<file path="config.mk">
export PLATFORM = sky130hd
export DESIGN_NAME = mm_down_timer
export DESIGN_NICKNAME = d
export VERILOG_FILES = /design/src/rtl/tmr_pkg.sv /design/src/rtl/tmr_prescale.sv /design/src/rtl/tmr_sync.sv /design/src/rtl/tmr_core.sv /design/src/rtl/mm_down_timer.sv
export SDC_FILE = /design/constraint.sdc
export NUM_CORES = 1
export LEC_CHECK = 0
export BUFFER_PORTS_ARGS = -buffer_cell sky130_fd_sc_hd__buf_2
export CORE_ASPECT_RATIO = 2
export CORE_MARGIN = 2
export CORE_UTILIZATION = 38
export DETAILED_ROUTE_END_ITERATION = 10
export PLACE_DENSITY_LB_ADDON = 0.12
export SKIP_CTS_REPAIR_TIMING = 1
export SLEW_MARGIN = 30
export SYNTH_ARGS = -nofsm -noshare
export SYNTH_HDL_FRONTEND = slang
export SYNTH_SLANG_ARGS = --single-unit
</file>
<file path="constraint.sdc">
create_clock -name clk -period 2.6 [get_ports clk]
set_clock_uncertainty 0.15 [all_clocks]
set_input_delay 0.13 -clock clk [delete_from_list [all_inputs] [get_ports clk]]
set_output_delay 0.13 -clock clk [all_outputs]
set_load 0.02 [all_outputs]
</file>
<file path="src/rtl/tmr_pkg.sv">
// Shared types for the multi-mode down-counter.
// Assumes: prescaler counter at least 8 bits wide so the largest ratio fits.
package tmr_pkg;

    typedef enum logic [1:0] {
        MODE_TIMER = 2'd0,
        MODE_PULSE = 2'd1,
        MODE_EVENT = 2'd2,
        MODE_WIDTH = 2'd3
    } tmr_mode_e;

    typedef struct packed {
        tmr_mode_e  mode;
        logic [1:0] div;
        logic       win;
        logic       pol;
        logic       stop;
    } tmr_cfg_t;

    // Number of low prescaler bits that must be all ones for a tick.
    function automatic int unsigned div_shift(input logic [1:0] code);
        case (code)
            2'd0:    return 0;
            2'd1:    return 1;
            2'd2:    return 4;
            default: return 8;
        endcase
    endfunction

endpackage

</file>
<file path="src/rtl/tmr_prescale.sv">
// Prescaler: counts source pulses and emits a tick every 1, 2, 16 or 256
// source pulses. A restart puts the phase back to zero.
// Assumes: PRE_W >= 8; src_tick is a single-cycle enable.
module tmr_prescale #(
    parameter int PRE_W = 8
) (
    input  logic       clk,
    input  logic       rst_n,
    input  logic       src_tick,
    input  logic       restart,
    input  logic [1:0] div_sel,
    output logic       tick_o
);
    import tmr_pkg::*;

    logic [PRE_W-1:0] pre_q;
    logic [PRE_W-1:0] mask;

    // Select which low bits of the phase counter must be all ones.
    always_comb begin
        mask   = (PRE_W'(1) << div_shift(div_sel)) - PRE_W'(1);
        tick_o = src_tick && ((pre_q & mask) == mask);
    end

    // Phase counter: cleared by restart, advanced by each source pulse.
    always_ff @(posedge clk) begin
        if (!rst_n)        pre_q <= '0;
        else if (restart)  pre_q <= '0;
        else if (src_tick) pre_q <= pre_q + PRE_W'(1);
    end

    p_tick_src_r1: assert property (@(posedge clk) disable iff (!rst_n)
        tick_o |-> src_tick);

    p_restart_r1: assert property (@(posedge clk) disable iff (!rst_n)
        restart |=> (pre_q == '0));

endmodule

</file>
<file path="src/rtl/tmr_sync.sv">
// Input synchronizer with edge detection: STAGES flops bring the pin into
// the clock domain, and one more flop gives the rising-edge pulse.
// Assumes: pin_i is asynchronous; rise_o is one cycle wide.
module tmr_sync #(
    parameter int STAGES = 2
) (
    input  logic clk,
    input  logic rst_n,
    input  logic pin_i,
    output logic lvl_o,
    output logic rise_o
);
    logic [STAGES:0] sr_q;

    // Shift chain: sync stages followed by the edge-history flop.
    always_ff @(posedge clk) begin
        if (!rst_n) sr_q <= '0;
        else        sr_q <= {sr_q[STAGES-1:0], pin_i};
    end

    // Level and edge taken from the end of the chain.
    always_comb begin
        lvl_o  = sr_q[STAGES-1];
        rise_o = sr_q[STAGES-1] & ~sr_q[STAGES];
    end

    p_rise_single_r6: assert property (@(posedge clk) disable iff (!rst_n)
        rise_o |=> !rise_o);

endmodule

</file>
<file path="src/rtl/tmr_core.sv">
// Counter core: reload and extension latches, the down-counter, window
// state, toggle output and sticky interrupt request.
// Assumes: cfg is registered; pre_tick/evt_rise are single-cycle pulses.
module tmr_core
    import tmr_pkg::*;
#(
    parameter int LAT_W = 16,
    parameter int EXT_W = 2,
    localparam int CNT_W = LAT_W + EXT_W
) (
    input  logic             clk,
    input  logic             rst_n,
    input  tmr_cfg_t         cfg,
    input  logic             pre_tick,
    input  logic             evt_lvl,
    input  logic             evt_rise,
    input  logic             win_strobe,
    input  logic             reload_we,
    input  logic [LAT_W-1:0] reload_data,
    input  logic             ext_we,
    input  logic [EXT_W-1:0] ext_data,
    input  logic             irq_clr,
    output logic [CNT_W-1:0] cnt_o,
    output logic             tog_o,
    output logic             irq_o
);
    logic [LAT_W-1:0] lat_q, lat_nxt;
    logic [EXT_W-1:0] ext_q, ext_nxt;
    logic [CNT_W-1:0] cnt_q, reload_full, load_full;
    logic             win_open_q;
    logic             tog_q, irq_q;
    logic             src_en, cnt_en, uf;

    // Width of the reload value depends on the mode.
    function automatic logic [CNT_W-1:0] widen(input tmr_mode_e m,
                                               input logic [EXT_W-1:0] e,
                                               input logic [LAT_W-1:0] l);
        if (m == MODE_PULSE) return {{EXT_W{1'b0}}, l};
        return {e, l};
    endfunction

    // Next latch contents and the two reload forms.
    always_comb begin
        lat_nxt     = reload_we ? reload_data : lat_q;
        ext_nxt     = ext_we ? ext_data : ext_q;
        reload_full = widen(cfg.mode, ext_q, lat_q);
        load_full   = widen(cfg.mode, ext_nxt, lat_nxt);
    end

    // Count-pulse selection per mode, gated by the stop bit.
    always_comb begin
        case (cfg.mode)
            MODE_EVENT: src_en = evt_rise && win_open_q;
            MODE_WIDTH: src_en = pre_tick && (evt_lvl != cfg.pol);
            default:    src_en = pre_tick;
        endcase
        cnt_en = !cfg.stop && src_en;
        uf     = cnt_en && (cnt_q == '0);
    end

    // Reload and extension latches.
    always_ff @(posedge clk) begin
        if (!rst_n) begin
            lat_q <= '0;
            ext_q <= '0;
        end else begin
            lat_q <= lat_nxt;
            ext_q <= ext_nxt;
        end
    end

    // Down-counter: reload on underflow, preset on a stopped reload write.
    always_ff @(posedge clk) begin
        if (!rst_n)                     cnt_q <= '0;
        else if (uf)                    cnt_q <= reload_full;
        else if (cnt_en)                cnt_q <= cnt_q - CNT_W'(1);
        else if (reload_we && cfg.stop) cnt_q <= load_full;
    end

    // Event window: each companion strobe applies the window-control bit.
    always_ff @(posedge clk) begin
        if (!rst_n)          win_open_q <= 1'b1;
        else if (win_strobe) win_open_q <= !cfg.win;
    end

    // Toggle output flips on underflow in pulse mode only.
    always_ff @(posedge clk) begin
        if (!rst_n)                          tog_q <= 1'b0;
        else if (uf && cfg.mode == MODE_PULSE) tog_q <= !tog_q;
    end

    // Sticky interrupt request; a new underflow beats a clear.
    always_ff @(posedge clk) begin
        if (!rst_n)       irq_q <= 1'b0;
        else if (uf)      irq_q <= 1'b1;
        else if (irq_clr) irq_q <= 1'b0;
    end

    assign cnt_o = cnt_q;
    assign tog_o = tog_q;
    assign irq_o = irq_q;

    p_dec_r2: assert property (@(posedge clk) disable iff (!rst_n)
        (cnt_en && cnt_q != '0) |=> (cnt_q == CNT_W'($past(cnt_q) - CNT_W'(1))));

    p_reload_r2: assert property (@(posedge clk) disable iff (!rst_n)
        uf |=> (cnt_q == $past(reload_full)));

    p_irq_set_r3: assert property (@(posedge clk) disable iff (!rst_n)
        uf |=> irq_q);

    p_irq_hold_r3: assert property (@(posedge clk) disable iff (!rst_n)
        (irq_q && !irq_clr) |=> irq_q);

    p_ext_mask_r4: assert property (@(posedge clk) disable iff (!rst_n)
        (uf && cfg.mode == MODE_PULSE) |=> (cnt_q[CNT_W-1:LAT_W] == '0));

    p_tog_hold_r5: assert property (@(posedge clk) disable iff (!rst_n)
        !(uf && cfg.mode == MODE_PULSE) |=> $stable(tog_q));

    p_win_closed_r7: assert property (@(posedge clk) disable iff (!rst_n)
        (cfg.mode == MODE_EVENT && !win_open_q && !reload_we) |=> $stable(cnt_q));

    p_width_gate_r8: assert property (@(posedge clk) disable iff (!rst_n)
        (cfg.mode == MODE_WIDTH && evt_lvl == cfg.pol && !reload_we) |=> $stable(cnt_q));

    p_stop_hold_r9: assert property (@(posedge clk) disable iff (!rst_n)
        (cfg.stop && !reload_we) |=> $stable(cnt_q));

endmodule

</file>
<file path="src/rtl/mm_down_timer.sv">
// Top of the multi-mode reloading down-counter: holds the configuration
// register and ties the prescaler, pin synchronizer and counter core.
// Assumes: all write strobes are single-cycle and synchronous to clk.
module mm_down_timer
    import tmr_pkg::*;
#(
    parameter int LAT_W    = 16,
    parameter int EXT_W    = 2,
    parameter int PRE_W    = 8,
    parameter int SYNC_STG = 2
) (
    input  logic                   clk,
    input  logic                   rst_n,
    input  logic                   src_tick,
    input  logic                   evt_pin,
    input  logic                   win_strobe,
    input  logic                   cfg_we,
    input  logic [1:0]             cfg_mode,
    input  logic [1:0]             cfg_div,
    input  logic                   cfg_win,
    input  logic                   cfg_pol,
    input  logic                   cfg_stop,
    input  logic                   reload_we,
    input  logic [LAT_W-1:0]       reload_data,
    input  logic                   ext_we,
    input  logic [EXT_W-1:0]       ext_data,
    input  logic                   irq_clr,
    output logic [LAT_W+EXT_W-1:0] cnt_val,
    output logic                   tog_out,
    output logic                   irq_req
);
    tmr_cfg_t cfg_q;
    logic     pre_tick, evt_lvl, evt_rise;

    // Configuration register; reset leaves the counter stopped.
    always_ff @(posedge clk) begin
        if (!rst_n) begin
            cfg_q <= '{mode: MODE_TIMER, div: 2'd0, win: 1'b0, pol: 1'b0, stop: 1'b1};
        end else if (cfg_we) begin
            cfg_q <= '{mode: tmr_mode_e'(cfg_mode), div: cfg_div, win: cfg_win,
                       pol: cfg_pol, stop: cfg_stop};
        end
    end

    tmr_prescale #(.PRE_W(PRE_W)) u_pre (
        .clk      (clk),
        .rst_n    (rst_n),
        .src_tick (src_tick),
        .restart  (cfg_we),
        .div_sel  (cfg_q.div),
        .tick_o   (pre_tick)
    );

    tmr_sync #(.STAGES(SYNC_STG)) u_sync (
        .clk    (clk),
        .rst_n  (rst_n),
        .pin_i  (evt_pin),
        .lvl_o  (evt_lvl),
        .rise_o (evt_rise)
    );

    tmr_core #(.LAT_W(LAT_W), .EXT_W(EXT_W)) u_core (
        .clk         (clk),
        .rst_n       (rst_n),
        .cfg         (cfg_q),
        .pre_tick    (pre_tick),
        .evt_lvl     (evt_lvl),
        .evt_rise    (evt_rise),
        .win_strobe  (win_strobe),
        .reload_we   (reload_we),
        .reload_data (reload_data),
        .ext_we      (ext_we),
        .ext_data    (ext_data),
        .irq_clr     (irq_clr),
        .cnt_o       (cnt_val),
        .tog_o       (tog_out),
        .irq_o       (irq_req)
    );

endmodule

</file>
After elaboration in Yosys (flattened, before gate mapping). Index checks and enable logic that the tools add are counted.

$add $sub $neg: 3. Equality and inequality tests: 7. Shift-type cells: 1. Muxes and demuxes: 14. Bitwise gates (word level): 4. Reductions and logical operators: 15.

Operator list (count): 18-bit two-way mux (7); 18-bit logical NOT (1); 18-bit by 1-bit subtractor with 18-bit output, second input constant (1); 16-bit two-way mux (1); 4-bit one-hot mux with 3 select lines (1); 8-bit by 1-bit adder with 8-bit output, second input constant (1); 8-bit AND (1); 8-bit == test (1); 1-bit by 4-bit left shift with 8-bit output, first input constant (1); 8-bit by 2-bit subtractor with 8-bit output, second input constant (1); 1-bit logical AND (7); 2-bit == test, second input constant (3); 2-bit by 1-bit == test with 1-bit output, second input constant (2); 1-bit logical NOT (3); 1-bit two-way mux (3); 3-bit nonzero test (1); 2-bit logical NOT (1); 2-bit two-way mux (1); 1-bit NOT (2); 1-bit one-hot mux with 2 select lines (1); 2-bit nonzero test (1); 2-bit OR reduction (1); 1-bit AND (1); 1-bit != test (1).

Register bits after elaboration: 57. Output and inout bits: 20. Word-level logic and storage cells: 57.

Logic depth before layout (Yosys ltp).
Depth in word-level cells: 12. Depth in mapped cells: 9. Mapped depth without buffers: 8.

Hierarchy. Synthesis repeated with hierarchy kept, for this count alone.

Cells, all modules: 321. Area total of the unflattened synthesis: 2956.6 µm².

By module, submodules not included: tmr_core (instances 1, cells an instance 247, area each 2214.6 µm², sequential area each 780.7 µm²); tmr_prescale (instances 1, cells an instance 45, area each 386.6 µm², sequential area each 160.2 µm²); mm_down_timer (instances 1, cells an instance 22, area each 262.8 µm², sequential area each 140.1 µm²); tmr_sync (instances 1, cells an instance 7, area each 92.6 µm², sequential area each 60.1 µm²).

Worst setup path before layout. OpenSTA, ideal clock, no wires.

Kind: reg-to-reg. From: reg cfg_q[4] (netlist name). To: reg u_core.cnt_q[17] (netlist: u_core.cnt_o[17]). Data arrival time: 2.017 ns. Path slack: 0.315 ns. Stages on the path, launching flop included: 10. Clock period less this slack: 2.285 ns. Path through: dfxtp_1 or2_4 ha_1 a21boi_0 a2111oi_4 a31oi_4 buf_6 nor3_2 nor2_1 o221a_1.

Cells in the longest elaborated chain, start to end: 12. Elaborated cells between the ends (all ways): 16.

Ends and longest elaborated chain: start: declaration (RTL line mm_down_timer.sv:32) `tmr_cfg_t cfg_q;`; start signal: assignment (RTL line mm_down_timer.sv:38) `cfg_q <= '{mode: MODE_TIMER, div: 2'd0, win: 1'b0, pol: 1'b0, stop: 1'b1};`; start signal: assignment (RTL line mm_down_timer.sv:40) `cfg_q <= '{mode: tmr_mode_e'(cfg_mode), div: cfg_div, win: cfg_win,`; 2-bit == test, or another cell as far along (RTL line tmr_pkg.sv:22) `case (code)`; 4-bit one-hot mux with 3 select lines (*) (RTL line tmr_pkg.sv:22); 1-bit by 4-bit left shift with 8-bit output (*) (RTL line tmr_prescale.sv:21) `mask = (PRE_W'(1) << div_shift(div_sel)) - PRE_W'(1);`; 8-bit by 2-bit subtractor with 8-bit output (*) (RTL line tmr_prescale.sv:21); 8-bit AND (RTL line tmr_prescale.sv:22) `tick_o = src_tick && ((pre_q & mask) == mask);`; 8-bit == test (*) (RTL line tmr_prescale.sv:22); 1-bit logical AND (*) (RTL line tmr_prescale.sv:22); 1-bit logical AND (RTL line tmr_core.sv:54) `MODE_WIDTH: src_en = pre_tick && (evt_lvl != cfg.pol);`; 1-bit one-hot mux with 2 select lines (*) (RTL line tmr_core.sv:52) `case (cfg.mode)`; 1-bit logical AND (*) (RTL line tmr_core.sv:57) `cnt_en = !cfg.stop && src_en;`; 18-bit two-way mux / 1-bit logical AND (equally long branches) (RTL line tmr_core.sv:76, tmr_core.sv:58); 18-bit two-way mux / 3-bit nonzero test (equally long branches); end signal: assignment (RTL line tmr_core.sv:75) `else if (uf) cnt_q <= reload_full;`; end signal: assignment (RTL line tmr_core.sv:76) `else if (cnt_en) cnt_q <= cnt_q - CNT_W'(1);`; end signal: assignment (RTL line tmr_core.sv:77) `else if (reload_we && cfg.stop) cnt_q <= load_full;`; end: declaration (RTL line tmr_core.sv:29) `logic [CNT_W-1:0] cnt_q, reload_full, load_full;`.

Mark *: on every way between the ends. The rest lies on a longest branch, timed or not. A chain may end at the register's enable or synchronous reset.

Worst setup path after layout.
From: reg cfg_q[4] (netlist name). To: reg u_core.tog_q (netlist: u_core.tog_o).

Cells in the longest elaborated chain, start to end: 12. Elaborated cells between the ends (all ways): 14.

Ends and longest elaborated chain: 2-bit == test, or another cell as far along (RTL line tmr_pkg.sv:22); 4-bit one-hot mux with 3 select lines (*) (RTL line tmr_pkg.sv:22); 1-bit by 4-bit left shift with 8-bit output (*) (RTL line tmr_prescale.sv:21); 8-bit by 2-bit subtractor with 8-bit output (*) (RTL line tmr_prescale.sv:21); 8-bit AND (RTL line tmr_prescale.sv:22); 8-bit == test (*) (RTL line tmr_prescale.sv:22); 1-bit logical AND (*) (RTL line tmr_prescale.sv:22); 1-bit logical AND (RTL line tmr_core.sv:54); 1-bit one-hot mux with 2 select lines (*) (RTL line tmr_core.sv:52); 1-bit logical AND (*) (RTL line tmr_core.sv:57); 1-bit logical AND (*) (RTL line tmr_core.sv:58) `uf = cnt_en && (cnt_q == '0);`; 1-bit logical AND (*) (RTL line tmr_core.sv:89) `else if (uf && cfg.mode == MODE_PULSE) tog_q <= !tog_q;`; end signal: assignment (RTL line tmr_core.sv:89); end: declaration (RTL line tmr_core.sv:31) `logic tog_q, irq_q;`.

Marked as above.

==> results.sh <==
export IMPL_core_area_mm2=0.00754
export IMPL_drt_pass1_iter_count=4
export IMPL_p_switching_mw=0.709
export IMPL_outcome="finished, violations left"
export IMPL_clockRootBuffer="clkbuf_16"
export IMPL_cp_startpoint="cfg_q[4]"
export IMPL_synth_top_cell_area_share=0.390
export IMPL_start_util=0.388
export IMPL_synthFlopType="dfxtp_1"
export IMPL_first_iter_violations=108
export IMPL_rows=45
export IMPL_wl_um=7990
export IMPL_regToRegSetupSlack_ps=150
export IMPL_worst_r2r_path_depth=9
export IMPL_internal_power_mw=2.11
export IMPL_critPathArrivalTime_ps=2520
export IMPL_crit_fanout=5
export IMPL_multiInputGateArea_mm2=0.00169
export IMPL_cts_num_sinks=57
export IMPL_fin_tns_setup_ps=0
export IMPL_clock_fmax_ghz=0.408
export IMPL_hpwlAfterDp_um=5610
export IMPL_grt_pass1_vias=2543
export IMPL_final_min_clock_period_ps=2450
export IMPL_synthTopCellsByArea="dfxtp_1 (39%), mux2i_1 (8.2%), nor2b_1 (4.9%), nor2_1 (3.8%), xor2_1 (3.6%)"
export IMPL_rsz0062_at_grt="no"
export IMPL_synth_distinct_cells=55
export IMPL_path_class="register to register"
export IMPL_cts_tree="done"
export IMPL_synth_largest_area_cell="dfxtp_1"
export IMPL_seqPwrFrac=0.350
export IMPL_syn_inst=325
export IMPL_detail_route_antenna_nets=0
export IMPL_layout_setup_ws_ps=151
export IMPL_total_power_mw=2.82
export IMPL_die_area_mm2=0.00846
export IMPL_period_share=0.942
export IMPL_grt_max_degree=36
export IMPL_syn_to_final_growth_pct=35.4
export IMPL_die_y_um=128
export IMPL_slew_violations=0
export IMPL_powerDensity_mw_per_mm2=711
export IMPL_hold_path_class="primary input to register"
export IMPL_grt_usage=0.194
export IMPL_fin_nets=452
export IMPL_cp_start_kind="register"
export IMPL_ys_seq_area_frac=0.390
export IMPL_antenna_found_initial=0
export IMPL_syn_area_mm2=0.00293
export IMPL_final_common_cell="dfxtp_1"
export IMPL_setup_violations_final=0
export IMPL_dp_slack_ps=95.8
export IMPL_async_flop_share=0
export IMPL_regArea_mm2=0.00114
export IMPL_num_fill_cells=741
export IMPL_reg2reg_from="cfg_q[4]"
export IMPL_io_buffers=53
export IMPL_cts_max_level=3
export IMPL_die_w_um=66.0
export IMPL_drive_above_1_share=0.240
export IMPL_io_pins=54
export IMPL_via_per_inst=5.18
export IMPL_drv_cap=0
export IMPL_grt_pass1_wl_um=12400
export IMPL_relSlewSlack=0.609
export IMPL_p_sw_frac=0.252
export IMPL_crit_required_ps=2670
export IMPL_clk_pin_slew_ps=50
export IMPL_holdWs_ps=-32.8
export IMPL_grt_overflow_total=0
export IMPL_synth_avg_cell_area_um2=9.00
export IMPL_finalNonFillerCells=514
export IMPL_drc=0
export IMPL_p_leak_nw=1.74
export IMPL_tightest_slew_ps=587
export IMPL_final_cell_mix="dfxtp_1 (57), buf_2 (53), nor2_1 (30)"
export IMPL_cts_buffers_inserted=9
export IMPL_timing_rr_end="u_core.tog_o"
export IMPL_num_vias=2665
export IMPL_clock_latency_ps=330
export IMPL_synth_net_count=362
export IMPL_p_comb_frac=0.170
export IMPL_place_congestion=0.834
export IMPL_clockBufferDepth=2
export IMPL_wire_per_inst_um=15.5
export IMPL_end_kind="register"
export IMPL_ir_drop_mv=0.407
export IMPL_diodes=0
export IMPL_cp_endpoint="u_core.tog_o"
export IMPL_synth_edff_count=0
export IMPL_violations="hold timing"
export IMPL_yosysWarnings=0
export IMPL_finalHoldViolCount=1
export IMPL_pwr_share_clk=0.480
export IMPL_dp_cells=466
export IMPL_ys_ff_latch=57
## worst min path at each step
stage	depth (start not counted)	slack, ps	startpoint	end
floorplan	1	110	evt_pin	u_sync.sr_q[0]
global placement	2	200	evt_pin	u_sync.sr_q[0]
detailed placement	2	200	evt_pin	u_sync.sr_q[0]
CTS	2	-150	evt_pin	u_sync.sr_q[0]
global route	3	0.3	reload_data[15]	u_core.lat_q[15]
finish	3	-30	reload_data[15]	u_core.lat_q[15]
## area by class of cell
cell class              count  area share
clock inverters             6      0.0265
inverters                   7     0.00663
well taps                  94      0.0297
multi-input cells         245       0.426
repair buffers             95       0.163
clock buffers              10      0.0603
flip-flops and latches     57       0.288
## per-layer routing
metal	share of wire	global-route usage	vias up
met5	0	0	-
li1	-	-	1325
met3	0.035	0.0430	24
met4	0.032	0.114	0
met1	0.39	0.203	1251
met2	0.55	0.345	65
## sequential cells by signal, indices dropped and copies added (netlist names)
signal and flops:
cfg_q 7, u_core.cnt_o 18, u_core.ext_q 2, u_core.irq_o 1, u_core.lat_q 16, u_core.tog_o 1
u_core.win_open_q 1, u_pre.pre_q 8, u_sync.sr_q 3
## synthesized netlist by cell type, types with 4 or more instances
| cell type | instances |
|---|---|
| a21oi_1 | 15 |
| clkbuf_1 | 10 |
| and2_1 | 7 |
| nand3_1 | 15 |
| nor3_1 | 6 |
| nor2b_1 | 23 |
| dfxtp_1 | 57 |
| mux2i_1 | 24 |
| nand2b_1 | 4 |
| inv_1 | 7 |
| o211a_1 | 6 |
| nor2_1 | 30 |
| o21ai_0 | 10 |
| nand2_1 | 25 |
| xor2_1 | 12 |
| o21a_1 | 4 |
| xnor2_1 | 8 |
| o22ai_1 | 6 |
| nand4_1 | 5 |
## power groups by stage
stage | registers (mW) | logic, mW | clock network, mW
finish | 0.984 | 0.479 | 1.35
global route | 0.993 | 0.526 | 1.42
CTS | 0.985 | 0.447 | 1.38
detailed placement | 1.00 | 0.445 | 0
global placement | 1.00 | 0.440 | 0
floorplan | 1.02 | 0.280 | 0
## kinds of logic (layout without fill, tap and decap cells)
family | after synthesis | count (layout) | synth area share
xor+xnor | 20 | 20 | 0.0599
compound gates | 60 | 61 | 0.151
flops | 57 | 57 | 0.390
mux | 27 | 27 | 0.0975
buf+inv | 24 | 118 | 0.0385
simple gates | 134 | 134 | 0.250
fa+ha+maj | 3 | 3 | 0.0128
## per-stage QoR
step / utilization / area [um2] / hold WS (ps)
after floorplan: - / 2930 / 107
after global placement: 0.438 / 3300 / 197
after detailed placement: 0.438 / 3300 / 197
after CTS: 0.484 / 3650 / -146
after global routing: 0.525 / 3960 / 0.260
final: 0.525 / 3960 / -32.8
## critical path, stage by stage (launching register included)
cell and delay, ps:
dfxtp_1 330, or2_4 270, ha_1 280, nor2_1 50, a2111oi_4 400, a31oi_4 180, buf_4 180, nor3_1 250
xor2_1 90, and2_1 160
Power figures use the tool's default switching activity.
